===== src/rtl/lane_pkg.sv =====
package lane_pkg;
    typedef enum logic [1:0] {
        SZ_BYTE = 2'b00,
        SZ_HALF = 2'b01,
        SZ_WORD = 2'b10,
        SZ_BAD  = 2'b11
    } xfer_size_e;
endpackage


===== src/rtl/lane_be_gen.sv =====
module lane_be_gen #(
    parameter int LANES = 4,
    localparam int OFF_W = $clog2(LANES)
) (
    input  lane_pkg::xfer_size_e size,
    input  logic [OFF_W-1:0]     off,
    output logic [LANES-1:0]     be,
    output logic                 bad
);
    int nbytes;

    always_comb begin
        nbytes = 1 << int'(size);
        bad = (size == lane_pkg::SZ_BAD) || (nbytes > LANES) ||
              ((int'(off) & (nbytes - 1)) != 0);
    end

    for (genvar n = 0; n < LANES; n++) begin : g_be
        assign be[n] = !bad && (n >= int'(off)) && (n < int'(off) + nbytes);
    end
endmodule


===== src/rtl/lane_wr_steer.sv =====
module lane_wr_steer #(
    parameter int LANES = 4,
    localparam int OFF_W = $clog2(LANES),
    localparam int DW = 8 * LANES
) (
    input  logic [DW-1:0]    reg_val,
    input  logic [OFF_W-1:0] off,
    input  logic [LANES-1:0] be,
    output logic [DW-1:0]    lanes
);
    for (genvar n = 0; n < LANES; n++) begin : g_lane
        logic [OFF_W-1:0] src_d;
        assign src_d = OFF_W'(n) - off;
        assign lanes[8*n +: 8] = be[n] ? reg_val[8*int'(src_d) +: 8] : 8'h00;
    end
endmodule


===== src/rtl/lane_rd_align.sv =====
module lane_rd_align #(
    parameter int LANES = 4,
    localparam int OFF_W = $clog2(LANES),
    localparam int DW = 8 * LANES
) (
    input  logic [DW-1:0]        rdata,
    input  logic [OFF_W-1:0]     off,
    input  lane_pkg::xfer_size_e size,
    input  logic                 uns,
    output logic [DW-1:0]        result
);
    int   nb;
    logic sgn;

    always_comb begin
        nb = (size == lane_pkg::SZ_BAD) ? LANES : (1 << int'(size));
        if (nb > LANES) nb = LANES;
        result = '0;
        for (int k = 0; k < LANES; k++) begin
            if (k < nb) result[8*k +: 8] = rdata[8*int'(off + OFF_W'(k)) +: 8];
        end
        sgn = result[8*nb-1] & !uns;
        for (int k = 0; k < LANES; k++) begin
            if (k >= nb) result[8*k +: 8] = {8{sgn}};
        end
    end
endmodule


===== src/rtl/lsu_lane_steer.sv =====
module lsu_lane_steer #(
    parameter int DATA_W = 32,
    localparam int LANES = DATA_W / 8,
    localparam int OFF_W = $clog2(LANES)
) (
    input  logic              clk,
    input  logic              rst_n,
    input  logic              op_valid,
    output logic              op_ready,
    input  logic              op_store,
    input  logic [1:0]        op_size,
    input  logic              op_unsigned,
    input  logic [OFF_W-1:0]  op_off,
    input  logic [DATA_W-1:0] op_wdata,
    output logic              bus_req,
    output logic              bus_we,
    output logic [LANES-1:0]  bus_be,
    output logic [DATA_W-1:0] bus_wdata,
    input  logic              bus_ack,
    input  logic [DATA_W-1:0] bus_rdata,
    output logic              ld_valid,
    output logic [DATA_W-1:0] ld_data,
    output logic              misalign
);
    import lane_pkg::*;

    typedef struct packed {
        logic              req;
        logic              we;
        logic              uns;
        xfer_size_e        size;
        logic [OFF_W-1:0]  off;
        logic [LANES-1:0]  be;
        logic [DATA_W-1:0] wdata;
        logic              ld_valid;
        logic [DATA_W-1:0] ld_data;
        logic              err;
    } st_t;

    st_t st_d, st_q;

    xfer_size_e        in_size;
    logic [LANES-1:0]  be_new;
    logic              bad_new;
    logic [DATA_W-1:0] wd_new;
    logic [DATA_W-1:0] ld_new;

    assign in_size = xfer_size_e'(op_size);

    lane_be_gen #(.LANES(LANES)) u_be (
        .size (in_size),
        .off  (op_off),
        .be   (be_new),
        .bad  (bad_new)
    );

    lane_wr_steer #(.LANES(LANES)) u_wr (
        .reg_val (op_wdata),
        .off     (op_off),
        .be      (be_new),
        .lanes   (wd_new)
    );

    lane_rd_align #(.LANES(LANES)) u_rd (
        .rdata  (bus_rdata),
        .off    (st_q.off),
        .size   (st_q.size),
        .uns    (st_q.uns),
        .result (ld_new)
    );

    always_comb begin
        st_d          = st_q;
        st_d.ld_valid = 1'b0;
        st_d.err      = 1'b0;
        if (st_q.req) begin
            if (bus_ack) begin
                st_d.req = 1'b0;
                if (!st_q.we) begin
                    st_d.ld_valid = 1'b1;
                    st_d.ld_data  = ld_new;
                end
            end
        end else if (op_valid) begin
            if (bad_new) begin
                st_d.err = 1'b1;
            end else begin
                st_d.req   = 1'b1;
                st_d.we    = op_store;
                st_d.uns   = op_unsigned;
                st_d.size  = in_size;
                st_d.off   = op_off;
                st_d.be    = be_new;
                st_d.wdata = op_store ? wd_new : '0;
            end
        end
    end

    always_ff @(posedge clk) begin
        if (!rst_n) begin
            st_q <= '0;
        end else begin
            st_q <= st_d;
        end
    end

    assign op_ready  = !st_q.req;
    assign bus_req   = st_q.req;
    assign bus_we    = st_q.we;
    assign bus_be    = st_q.req ? st_q.be : '0;
    assign bus_wdata = st_q.req ? st_q.wdata : '0;
    assign ld_valid  = st_q.ld_valid;
    assign ld_data   = st_q.ld_data;
    assign misalign  = st_q.err;

    logic [DATA_W-1:0] lane_mask;
    always_comb begin
        for (int n = 0; n < LANES; n++) lane_mask[8*n +: 8] = {8{bus_be[n]}};
    end


    be_count_chk: assert property (@(posedge clk) disable iff (!rst_n)
        bus_req |-> ($countones(bus_be) == (1 << int'(st_q.size))));


    be_align_chk: assert property (@(posedge clk) disable iff (!rst_n)
        bus_req |-> ((int'(st_q.off) & ((1 << int'(st_q.size)) - 1)) == 0));


    idle_lane_zero_chk: assert property (@(posedge clk) disable iff (!rst_n)
        (bus_req && bus_we) |-> ((bus_wdata & ~lane_mask) == '0));


    req_hold_chk: assert property (@(posedge clk) disable iff (!rst_n)
        (bus_req && !bus_ack) |=> (bus_req && $stable(bus_be) &&
                                   $stable(bus_wdata) && $stable(bus_we)));


    ld_pulse_chk: assert property (@(posedge clk) disable iff (!rst_n)
        ld_valid |=> !ld_valid);


    ld_src_chk: assert property (@(posedge clk) disable iff (!rst_n)
        ld_valid |-> $past(bus_req && bus_ack && !bus_we));


    err_no_req_chk: assert property (@(posedge clk) disable iff (!rst_n)
        misalign |-> (!bus_req && !$past(bus_req)));
endmodule


===== config.mk =====
export PLATFORM = sky130hd
export DESIGN_NAME = lsu_lane_steer
export DESIGN_NICKNAME = d
export VERILOG_FILES = /design/src/rtl/lane_pkg.sv /design/src/rtl/lane_be_gen.sv /design/src/rtl/lane_wr_steer.sv /design/src/rtl/lane_rd_align.sv /design/src/rtl/lsu_lane_steer.sv
export SDC_FILE = /design/constraint.sdc
export NUM_CORES = 1
export LEC_CHECK = 0
export ABC_CLOCK_PERIOD_IN_PS = 8560
export BUFFER_PORTS_ARGS = -buffer_cell sky130_fd_sc_hd__buf_2
export CAP_MARGIN = 20
export CORE_UTILIZATION = 57
export DETAILED_ROUTE_END_ITERATION = 10
export GPL_ROUTABILITY_DRIVEN = 0
export MAX_ROUTING_LAYER = met4
export PLACE_DENSITY = 0.84
export SLEW_MARGIN = 20
export SYNTH_ARGS = -nofsm -noshare
export SYNTH_HDL_FRONTEND = slang
export SYNTH_SLANG_ARGS = --single-unit

===== constraint.sdc =====
create_clock -name clk -period 8.56 [get_ports clk]
set_input_delay 1.284 -clock clk [delete_from_list [all_inputs] [get_ports clk]]
set_output_delay 1.284 -clock clk [all_outputs]
set_load 0.01 [all_outputs]

==> impl_metrics.prom, run 1 <==
# TYPE chip_impl_metric gauge
chip_impl_info{name="run_status",value="complete, no violations"} 1
chip_impl_metric{name="timing.clock.skew",unit="ps"} 8.00
chip_impl_metric{name="antenna-diode-count",unit=""} 0
chip_impl_info{name="layout_commonest_cell",value="sky130_fd_sc_hd__buf_2"} 1
chip_impl_metric{name="post-cts-setup-buffers",unit=""} 0
chip_impl_metric{name="ys_warn_count",unit=""} 0
chip_impl_metric{name="cts_num_sinks",unit=""} 77
chip_impl_metric{name="antenna_violations_before_repair",unit=""} 0
chip_impl_metric{name="wire_length_of_the_first_global_routing_pass",unit="um"} 19800
chip_impl_metric{name="ir_worst_vdd",unit="mV"} 0.0855
chip_impl_metric{name="drt_wl_total",unit="um"} 12700
chip_impl_metric{name="cts.repair.resized",unit=""} 0
chip_impl_metric{name="final-setup-viol-count",unit=""} 0
chip_impl_metric{name="fillers",unit=""} 687
chip_impl_metric{name="number_of_global_route_vias_before_repair",unit=""} 3999
chip_impl_metric{name="timing.fmax",unit="MHz"} 275
chip_impl_metric{name="seqPwrFrac",unit=""} 0.461
chip_impl_info{name="unrepaired_setup_endpoints_after_global_routing",value="no"} 1
chip_impl_metric{name="syn_area",unit="sq um"} 4980
chip_impl_metric{name="netlist.area_leader.share",unit=""} 0.309
chip_impl_metric{name="report.final.hold_viol_count",unit=""} 0
chip_impl_metric{name="routed_wire_length_per_instance",unit="um"} 17.4
chip_impl_info{name="synthDominantAreaCellType",value="sky130_fd_sc_hd__dfxtp_1"} 1
chip_impl_metric{name="effective_utilization_at_floorplan",unit=""} 0.598
chip_impl_metric{name="timing.final.crit_period",unit="ps"} 3640
chip_impl_metric{name="detailed_place_hpwl",unit="um"} 9140
chip_impl_info{name="setup.worst_path.class",value="input pin to flip-flop"} 1
chip_impl_metric{name="power.density",unit="nW/um^2"} 146
chip_impl_metric{name="p_total",unit="W"} 0.000818
chip_impl_metric{name="clk_pin_slew_worst_paths",unit="ps"} 70
chip_impl_metric{name="buffer_depth_of_the_longest_clock_path",unit=""} 2
chip_impl_metric{name="fp.coreArea",unit="sq um"} 8340
chip_impl_info{name="cp-startpoint",value="op_off[0]"} 1
chip_impl_info{name="grt.busiest_layer",value="met2"} 1
chip_impl_metric{name="max_cap_check_violation_count",unit=""} 0
chip_impl_metric{name="finalNetCount",unit=""} 702
chip_impl_metric{name="die-area",unit="sq um"} 9120
chip_impl_metric{name="initial_drt_pass_iterations",unit=""} 5
chip_impl_metric{name="ys_seq_elements",unit=""} 77
chip_impl_metric{name="postSynthAreaPerCell",unit="sq um"} 9.32
chip_impl_metric{name="syn_to_final_growth",unit="%"} 12.2
chip_impl_metric{name="htreeDepth",unit=""} 3
chip_impl_metric{name="vias_per_cell",unit=""} 6.13
chip_impl_metric{name="die_w",unit="um"} 95.5
chip_impl_info{name="cts_tree",value="built"} 1
chip_impl_metric{name="clockPowerShare",unit=""} 0.312
chip_impl_metric{name="path_max_fanout",unit=""} 38
chip_impl_metric{name="postRouteAntennaNets",unit=""} 0
chip_impl_metric{name="placementRows",unit=""} 33
chip_impl_metric{name="switchingPower",unit="W"} 0.000242
chip_impl_metric{name="die_h",unit="um"} 95.5
chip_impl_metric{name="cts_made_buffers",unit=""} 9
chip_impl_metric{name="synth_instances",unit=""} 535
chip_impl_metric{name="max_slew.worst_pin.slew",unit="ps"} 983
chip_impl_metric{name="io_buffers",unit=""} 146
chip_impl_metric{name="globalRouteMet2Util",unit=""} 0.454
chip_impl_info{name="ys.flop_type",value="sky130_fd_sc_hd__dfxtp_1"} 1
chip_impl_metric{name="power.switching_fraction",unit=""} 0.296
chip_impl_metric{name="grt_start_max_net_pins",unit=""} 56
chip_impl_metric{name="grt_use_met3",unit=""} 0.0510
chip_impl_metric{name="grtUsageMet1",unit=""} 0.387
chip_impl_metric{name="grtUsageTotal",unit=""} 0.291
chip_impl_metric{name="internal_power",unit="W"} 0.000575
chip_impl_metric{name="asyncSetResetFlopFracSynth",unit=""} 0
chip_impl_metric{name="timing.critical_path.arrival",unit="ps"} 3920
chip_impl_metric{name="cts_hold_buf",unit=""} 0
chip_impl_metric{name="remaining_drc_errors",unit=""} 0
chip_impl_metric{name="synth.net_count",unit=""} 617
chip_impl_metric{name="synth_sequential_area_ratio",unit=""} 0.309
chip_impl_info{name="final_cell_mix",value="sky130_fd_sc_hd__buf_2, sky130_fd_sc_hd__dfxtp_1, sky130_fd_sc_hd__a21oi_1"} 1
chip_impl_metric{name="clock_latency",unit="ps"} 350
chip_impl_metric{name="drive_gt1_frac",unit=""} 0.345
chip_impl_metric{name="multiInputGateArea",unit="sq um"} 2920
chip_impl_metric{name="seqCellArea",unit="sq um"} 1540
chip_impl_metric{name="worst_slew_margin_rel",unit=""} 0.342
chip_impl_metric{name="timing.final.crit_share",unit=""} 0.426
chip_impl_metric{name="synth-edff-count",unit=""} 0
chip_impl_info{name="worst_setup_path_start_kind",value="input pin"} 1
chip_impl_info{name="rr_startpoint",value="bus_req$_SDFF_PN0_"} 1
chip_impl_metric{name="initialDrtViolationCount",unit=""} 363
chip_impl_metric{name="ios",unit=""} 147
chip_impl_info{name="timing.hold.worst.class",value="flip-flop to flip-flop"} 1
chip_impl_metric{name="grt_remaining_overflow",unit=""} 0
chip_impl_metric{name="num_vias",unit=""} 4469
chip_impl_info{name="critPathCaptureType",value="flip-flop"} 1
chip_impl_metric{name="static_leakage_power",unit="nW"} 2.36
chip_impl_metric{name="timing.critical_path.required",unit="ps"} 8840
chip_impl_metric{name="synth_unique_cells",unit=""} 53
chip_impl_info{name="clock-root-buffer",value="sky130_fd_sc_hd__clkbuf_8"} 1
chip_impl_metric{name="share_comb_of_total_power",unit=""} 0.227
chip_impl_info{name="holdCritStartpoint",value="st_q[34]$_SDFFE_PN0P_"} 1
chip_impl_metric{name="max_slew_violation_total_from_the_final_report",unit=""} 0
chip_impl_metric{name="setup_total_negative_slack",unit="ps"} 0
chip_impl_info{name="netlist_top_cells_area",value="sky130_fd_sc_hd__dfxtp_1, sky130_fd_sc_hd__mux4_2, sky130_fd_sc_hd__a21oi_1"} 1
-- layout make-up --
| type | count | share of cell area |
|---|---|---|
| clock buffers | 14 | 0.0309 |
| clock inverters | 1 | 0.000895 |
| inverters | 18 | 0.0121 |
| multi-input cells | 365 | 0.521 |
| flip-flops and latches | 77 | 0.276 |
| well taps | 105 | 0.0235 |
| repair buffers | 149 | 0.135 |
-- logic make-up after synthesis --
kind of cell	count (synthesis)	synth area share
mux	50	0.184
fa+ha+maj	8	0.0216
flops	77	0.309
xor+xnor	1	0.00176
buf+inv	93	0.106
simple gates	143	0.160
compound gates	163	0.217
-- path summary, 6_finish.rpt --
| kind | cells past startpoint | to | slack [ps] |
|---|---|---|---|
| setup reg to reg | 4 | st_q[39]$_SDFFE_PN0P_ | 5920 |
| hold / removal | 2 | st_q[34]$_SDFFE_PN0P_ | 450 |
| setup / recovery | 6 | st_q[39]$_SDFFE_PN0P_ | 4920 |
| hold reg to reg | 2 | st_q[34]$_SDFFE_PN0P_ | 450 |
-- flip-flops by register name, summed over array words and instances (netlist names) --
signal and count:
bus_req 1, bus_we 1, ld_data 32, ld_valid 1
misalign 1, st_q 41
-- stage by stage --
| stage | util | worst slack, ps | hold WS [ps] | area (sq um) | cells |
|---|---|---|---|---|---|
| after global placement | 0.649 | 4410 | 432 | 5410 | 714 |
| after floorplan | - | 4930 | 421 | 4980 | 535 |
| after global routing | 0.670 | 4700 | 468 | 5590 | 729 |
| final | 0.670 | 4920 | 448 | 5590 | 729 |
| after CTS | 0.670 | 4600 | 450 | 5590 | 729 |
| after detailed placement | 0.649 | 4220 | 440 | 5410 | 714 |
-- synth_stat cells (all sizes together) (4+ instances only) --
| master | n |
|---|---|
| nor2b | 13 |
| a211oi | 8 |
| o21ai | 41 |
| a21boi | 25 |
| clkbuf | 20 |
| nand2b | 4 |
| buf | 55 |
| mux2i | 15 |
| nand4 | 9 |
| inv | 18 |
| o21a | 8 |
| a32o | 16 |
| mux4 | 33 |
| nor2 | 6 |
| a21oi | 55 |
| nand3 | 10 |
| ha | 7 |
| nand2 | 48 |
| dfxtp | 77 |
| and2 | 39 |
-- layer usage --
| layer | up-vias | share of wire |
|---|---|---|
| met5 | - | 0 |
| met4 | 0 | 0.019 |
| met3 | 28 | 0.072 |
| met2 | 223 | 0.49 |
| met1 | 2132 | 0.42 |
| li1 | 2086 | - |
-- critical path: stages --
cell,delay (ps)
sky130_fd_sc_hd__buf_4,280
sky130_fd_sc_hd__ha_1,350
sky130_fd_sc_hd__nor4b_4,870
sky130_fd_sc_hd__and3_1,730
sky130_fd_sc_hd__nand3_4,200
sky130_fd_sc_hd__o21ai_1,170
-- power by group through the flow --
stage	clock network, W	logic, W	registers (W)
3_3_place_gp	0	0.000176	0.000384
4_1_cts	0.000258	0.000183	0.000377
6_report	0.000255	0.000185	0.000377
2_1_floorplan	0	0.000137	0.000382
3_5_place_dp	0	0.000182	0.000385
5_1_grt	0.000276	0.000201	0.000378
(Power assumes the default switching activity.)
==> inputs of run 2 (changes only) <==
--- a/config.mk
+++ b/config.mk
@@ -5,14 +5,15 @@
 export SDC_FILE = /design/constraint.sdc
 export NUM_CORES = 1
 export LEC_CHECK = 0
-export ABC_CLOCK_PERIOD_IN_PS = 8560
+export ABC_AREA = 1
+export ABC_CLOCK_PERIOD_IN_PS = 3800
 export BUFFER_PORTS_ARGS = -buffer_cell sky130_fd_sc_hd__buf_2
 export CAP_MARGIN = 20
-export CORE_UTILIZATION = 57
+export CORE_UTILIZATION = 53
 export DETAILED_ROUTE_END_ITERATION = 10
 export GPL_ROUTABILITY_DRIVEN = 0
 export MAX_ROUTING_LAYER = met4
-export PLACE_DENSITY = 0.84
+export PLACE_DENSITY = 0.78
 export SLEW_MARGIN = 20
 export SYNTH_ARGS = -nofsm -noshare
 export SYNTH_HDL_FRONTEND = slang
==> constraint.sdc (replaced) <==
create_clock -name clk -period 3.8 [get_ports clk]
set_input_delay 0.57 -clock clk [delete_from_list [all_inputs] [get_ports clk]]
set_output_delay 0.57 -clock clk [all_outputs]
set_load 0.01 [all_outputs]
==> impl_metrics.prom, run 2 <==
# TYPE chip_impl_metric gauge
chip_impl_info{name="run_status",value="complete, no violations"} 1
chip_impl_metric{name="grtUsageTotal",unit=""} 0.286
chip_impl_metric{name="power.density",unit="nW/um^2"} 350
chip_impl_metric{name="htreeDepth",unit=""} 3
chip_impl_metric{name="ys_warn_count",unit=""} 0
chip_impl_metric{name="cts_num_sinks",unit=""} 77
chip_impl_info{name="unrepaired_setup_endpoints_after_global_routing",value="no"} 1
chip_impl_metric{name="static_leakage_power",unit="nW"} 3.11
chip_impl_info{name="clock-root-buffer",value="sky130_fd_sc_hd__clkbuf_8"} 1
chip_impl_metric{name="antenna-diode-count",unit=""} 0
chip_impl_info{name="final_cell_mix",value="sky130_fd_sc_hd__nand2_1, sky130_fd_sc_hd__buf_2, sky130_fd_sc_hd__o21ai_0"} 1
chip_impl_metric{name="timing.critical_path.arrival",unit="ps"} 2740
chip_impl_info{name="critPathCaptureType",value="flip-flop"} 1
chip_impl_metric{name="drive_gt1_frac",unit=""} 0.242
chip_impl_metric{name="postSynthAreaPerCell",unit="sq um"} 6.30
chip_impl_metric{name="remaining_drc_errors",unit=""} 0
chip_impl_metric{name="setup_total_negative_slack",unit="ps"} 0
chip_impl_info{name="netlist_top_cells_area",value="sky130_fd_sc_hd__dfxtp_1, sky130_fd_sc_hd__nand2_1, sky130_fd_sc_hd__o21ai_0"} 1
chip_impl_metric{name="wire_length_of_the_first_global_routing_pass",unit="um"} 22100
chip_impl_info{name="synthDominantAreaCellType",value="sky130_fd_sc_hd__dfxtp_1"} 1
chip_impl_metric{name="report.final.hold_viol_count",unit=""} 0
chip_impl_metric{name="path_max_fanout",unit=""} 37
chip_impl_metric{name="syn_to_final_growth",unit="%"} 14.2
chip_impl_metric{name="timing.critical_path.required",unit="ps"} 4030
chip_impl_metric{name="drt_wl_total",unit="um"} 13700
chip_impl_metric{name="grt_remaining_overflow",unit=""} 0
chip_impl_info{name="cts_tree",value="built"} 1
chip_impl_metric{name="die_h",unit="um"} 100
chip_impl_metric{name="routed_wire_length_per_instance",unit="um"} 13.2
chip_impl_metric{name="buffer_depth_of_the_longest_clock_path",unit=""} 2
chip_impl_metric{name="initial_drt_pass_iterations",unit=""} 5
chip_impl_metric{name="vias_per_cell",unit=""} 5.08
chip_impl_metric{name="synth_instances",unit=""} 813
chip_impl_metric{name="final-setup-viol-count",unit=""} 0
chip_impl_metric{name="num_vias",unit=""} 5251
chip_impl_info{name="layout_commonest_cell",value="sky130_fd_sc_hd__nand2_1"} 1
chip_impl_info{name="path_common_cell",value="sky130_fd_sc_hd__nand2_1"} 1
chip_impl_metric{name="ios",unit=""} 147
chip_impl_metric{name="clock_latency",unit="ps"} 350
chip_impl_info{name="path_cells",value="buf_2, ha_1, inv_1, fa_1, nand2_1, a21boi_0, or2_1, nor2_1, nand2_1, a21oi_1"} 1
chip_impl_metric{name="placed_cell_area",unit="sq um"} 5620
chip_impl_metric{name="die-area",unit="sq um"} 10100
chip_impl_metric{name="grt_start_max_net_pins",unit=""} 43
chip_impl_metric{name="postLayoutCellArea",unit="sq um"} 5850
chip_impl_metric{name="seqCellArea",unit="sq um"} 1540
chip_impl_metric{name="synth_unique_cells",unit=""} 35
chip_impl_metric{name="cts_hold_buf",unit=""} 0
chip_impl_metric{name="max_slew.worst_pin.slew",unit="ps"} 818
chip_impl_metric{name="antenna_violations_before_repair",unit=""} 0
chip_impl_info{name="critical-path-slowest-cell",value="sky130_fd_sc_hd__a21boi_0"} 1
chip_impl_metric{name="detailed_place_hpwl",unit="um"} 9920
chip_impl_metric{name="timing.clock.skew",unit="ps"} 12.1
chip_impl_metric{name="synth.net_count",unit=""} 895
chip_impl_metric{name="synth-edff-count",unit=""} 0
chip_impl_metric{name="cts.repair.resized",unit=""} 0
chip_impl_metric{name="clk_pin_slew_worst_paths",unit="ps"} 90
chip_impl_metric{name="effective_utilization_at_floorplan",unit=""} 0.552
chip_impl_info{name="yosysMostFrequentCell",value="sky130_fd_sc_hd__nand2_1"} 1
chip_impl_metric{name="timing.final.crit_share",unit=""} 0.662
chip_impl_metric{name="initialDrtViolationCount",unit=""} 264
chip_impl_metric{name="asyncSetResetFlopFracSynth",unit=""} 0
chip_impl_info{name="worst_setup_path_start_kind",value="input pin"} 1
chip_impl_metric{name="worst_slew_margin_rel",unit=""} 0.454
chip_impl_metric{name="timing.fmax",unit="MHz"} 398
chip_impl_metric{name="cts_made_buffers",unit=""} 9
chip_impl_info{name="setup.worst_path.class",value="input pin to flip-flop"} 1
chip_impl_metric{name="synth_sequential_area_ratio",unit=""} 0.301
chip_impl_metric{name="netlist.area_leader.share",unit=""} 0.301
chip_impl_metric{name="largest_register_ffs",unit=""} 41
chip_impl_metric{name="max_slew_violation_total_from_the_final_report",unit=""} 0
chip_impl_metric{name="io_buffers",unit=""} 146
chip_impl_info{name="post_synth_most_frequent_cells",value="sky130_fd_sc_hd__nand2_1, sky130_fd_sc_hd__o21ai_0, sky130_fd_sc_hd__inv_1, sky130_fd_sc_hd__dfxtp_1, sky130_fd_sc_hd__a21oi_1"} 1
chip_impl_metric{name="number_of_global_route_vias_before_repair",unit=""} 4638
chip_impl_metric{name="crit_path_max_incr_delay",unit="ps"} 490
chip_impl_metric{name="die_w",unit="um"} 100
chip_impl_info{name="ys.flop_type",value="sky130_fd_sc_hd__dfxtp_1"} 1
chip_impl_metric{name="postRouteAntennaNets",unit=""} 0
chip_impl_info{name="most_flop_heavy_register",value="st_q"} 1
chip_impl_metric{name="finalNetCount",unit=""} 981
chip_impl_metric{name="max_cap_check_violation_count",unit=""} 0
chip_impl_metric{name="post-cts-setup-buffers",unit=""} 0
chip_impl_metric{name="timing.final.crit_period",unit="ps"} 2510
chip_impl_metric{name="multiInputGateArea",unit="sq um"} 2790
chip_impl_metric{name="ir_worst_vdd",unit="mV"} 0.154
chip_impl_info{name="timing.hold.worst.class",value="input pin to flip-flop"} 1
chip_impl_metric{name="placementRows",unit=""} 35
chip_impl_metric{name="fp.coreArea",unit="sq um"} 9280
chip_impl_metric{name="ys_seq_elements",unit=""} 77
chip_impl_metric{name="fillers",unit=""} 924
chip_impl_metric{name="syn_area",unit="sq um"} 5120
[run 2: cell count changes in the layout (fill, tap and decap cells not counted), sizes merged, moves of 15 or more]
cell | before | now
nand2 | 48 | 239
mux2i | 15 | 0
and2 | 39 | 0
mux4 | 33 | 0
a21boi | 25 | 1
o21ai | 41 | 119
a32o | 16 | 0
inv | 18 | 93
nor2 | 6 | 75
a21oi | 55 | 88
[run 2: path summary, 6_finish.rpt]
kind	start	to	slack [ps]	cells after the start
max	op_off[0]	st_q[64]$_SDFFE_PN0P_	1290	10
min	op_unsigned	st_q[74]$_SDFFE_PN0P_	460	3
max reg2reg	st_q[71]$_SDFFE_PN0P_	ld_data[8]$_SDFFE_PN0P_	1440	6
min reg2reg	st_q[65]$_SDFFE_PN0P_	st_q[65]$_SDFFE_PN0P_	470	2
[run 2: per-stage QoR]
stage	hold slack [ps]	util	setup WS [ps]	std cells	total power [W]
floorplan	444	-	1280	813	0.00122
global placement	457	0.605	940	1017	0.00134
detailed placement	457	0.605	912	1017	0.00134
CTS	450	0.630	1300	1033	0.00205
global route	466	0.630	987	1033	0.00215
finish	456	0.630	1290	1033	0.00205
[run 2: report_power, final]
| group | total, W | internal (W) | switching (W) |
|---|---|---|---|
| logic | 0.000473 | 0.000152 | 0.000321 |
| clock network | 0.000723 | 0.000394 | 0.000330 |
| registers | 0.000852 | 0.000831 | 0.0000209 |
[run 2: cells by family (layout without fill, tap and decap cells)]
logic type,after synthesis,count (layout),synth area share
adders and majority gates,8,8,0.0210
DFF,77,77,0.301
buffers and inverters,170,261,0.156
and+or+nand+nor,341,341,0.293
AOI/OAI and AO/OA,217,217,0.230
[run 2: critical path, delay by kind of cell]
kind | cells | cell delay [ps]
AOI/OAI and AO/OA | 2 | 550
adders and majority gates | 2 | 600
buffers and inverters | 2 | 460
and+or+nand+nor | 4 | 560
[run 2: routing by layer]
| layer | track usage | vias up | wire length, um |
|---|---|---|---|
| met5 | - | - | 0 |
| met4 | 0.0992 | 0 | 262 |
| met3 | 0.0453 | 21 | 999 |
| met2 | 0.445 | 205 | 5990 |
| met1 | 0.378 | 2306 | 6420 |
| li1 | - | 2719 | - |
[run 2: final cells by class]
type / instances / share of cell area
clock buffer: 10 / 0.0235
clock inverter: 6 / 0.0160
inverter: 93 / 0.0601
multi-input combinational: 566 / 0.477
sequential: 77 / 0.263
tap: 129 / 0.0276
timing repair buffer: 152 / 0.133
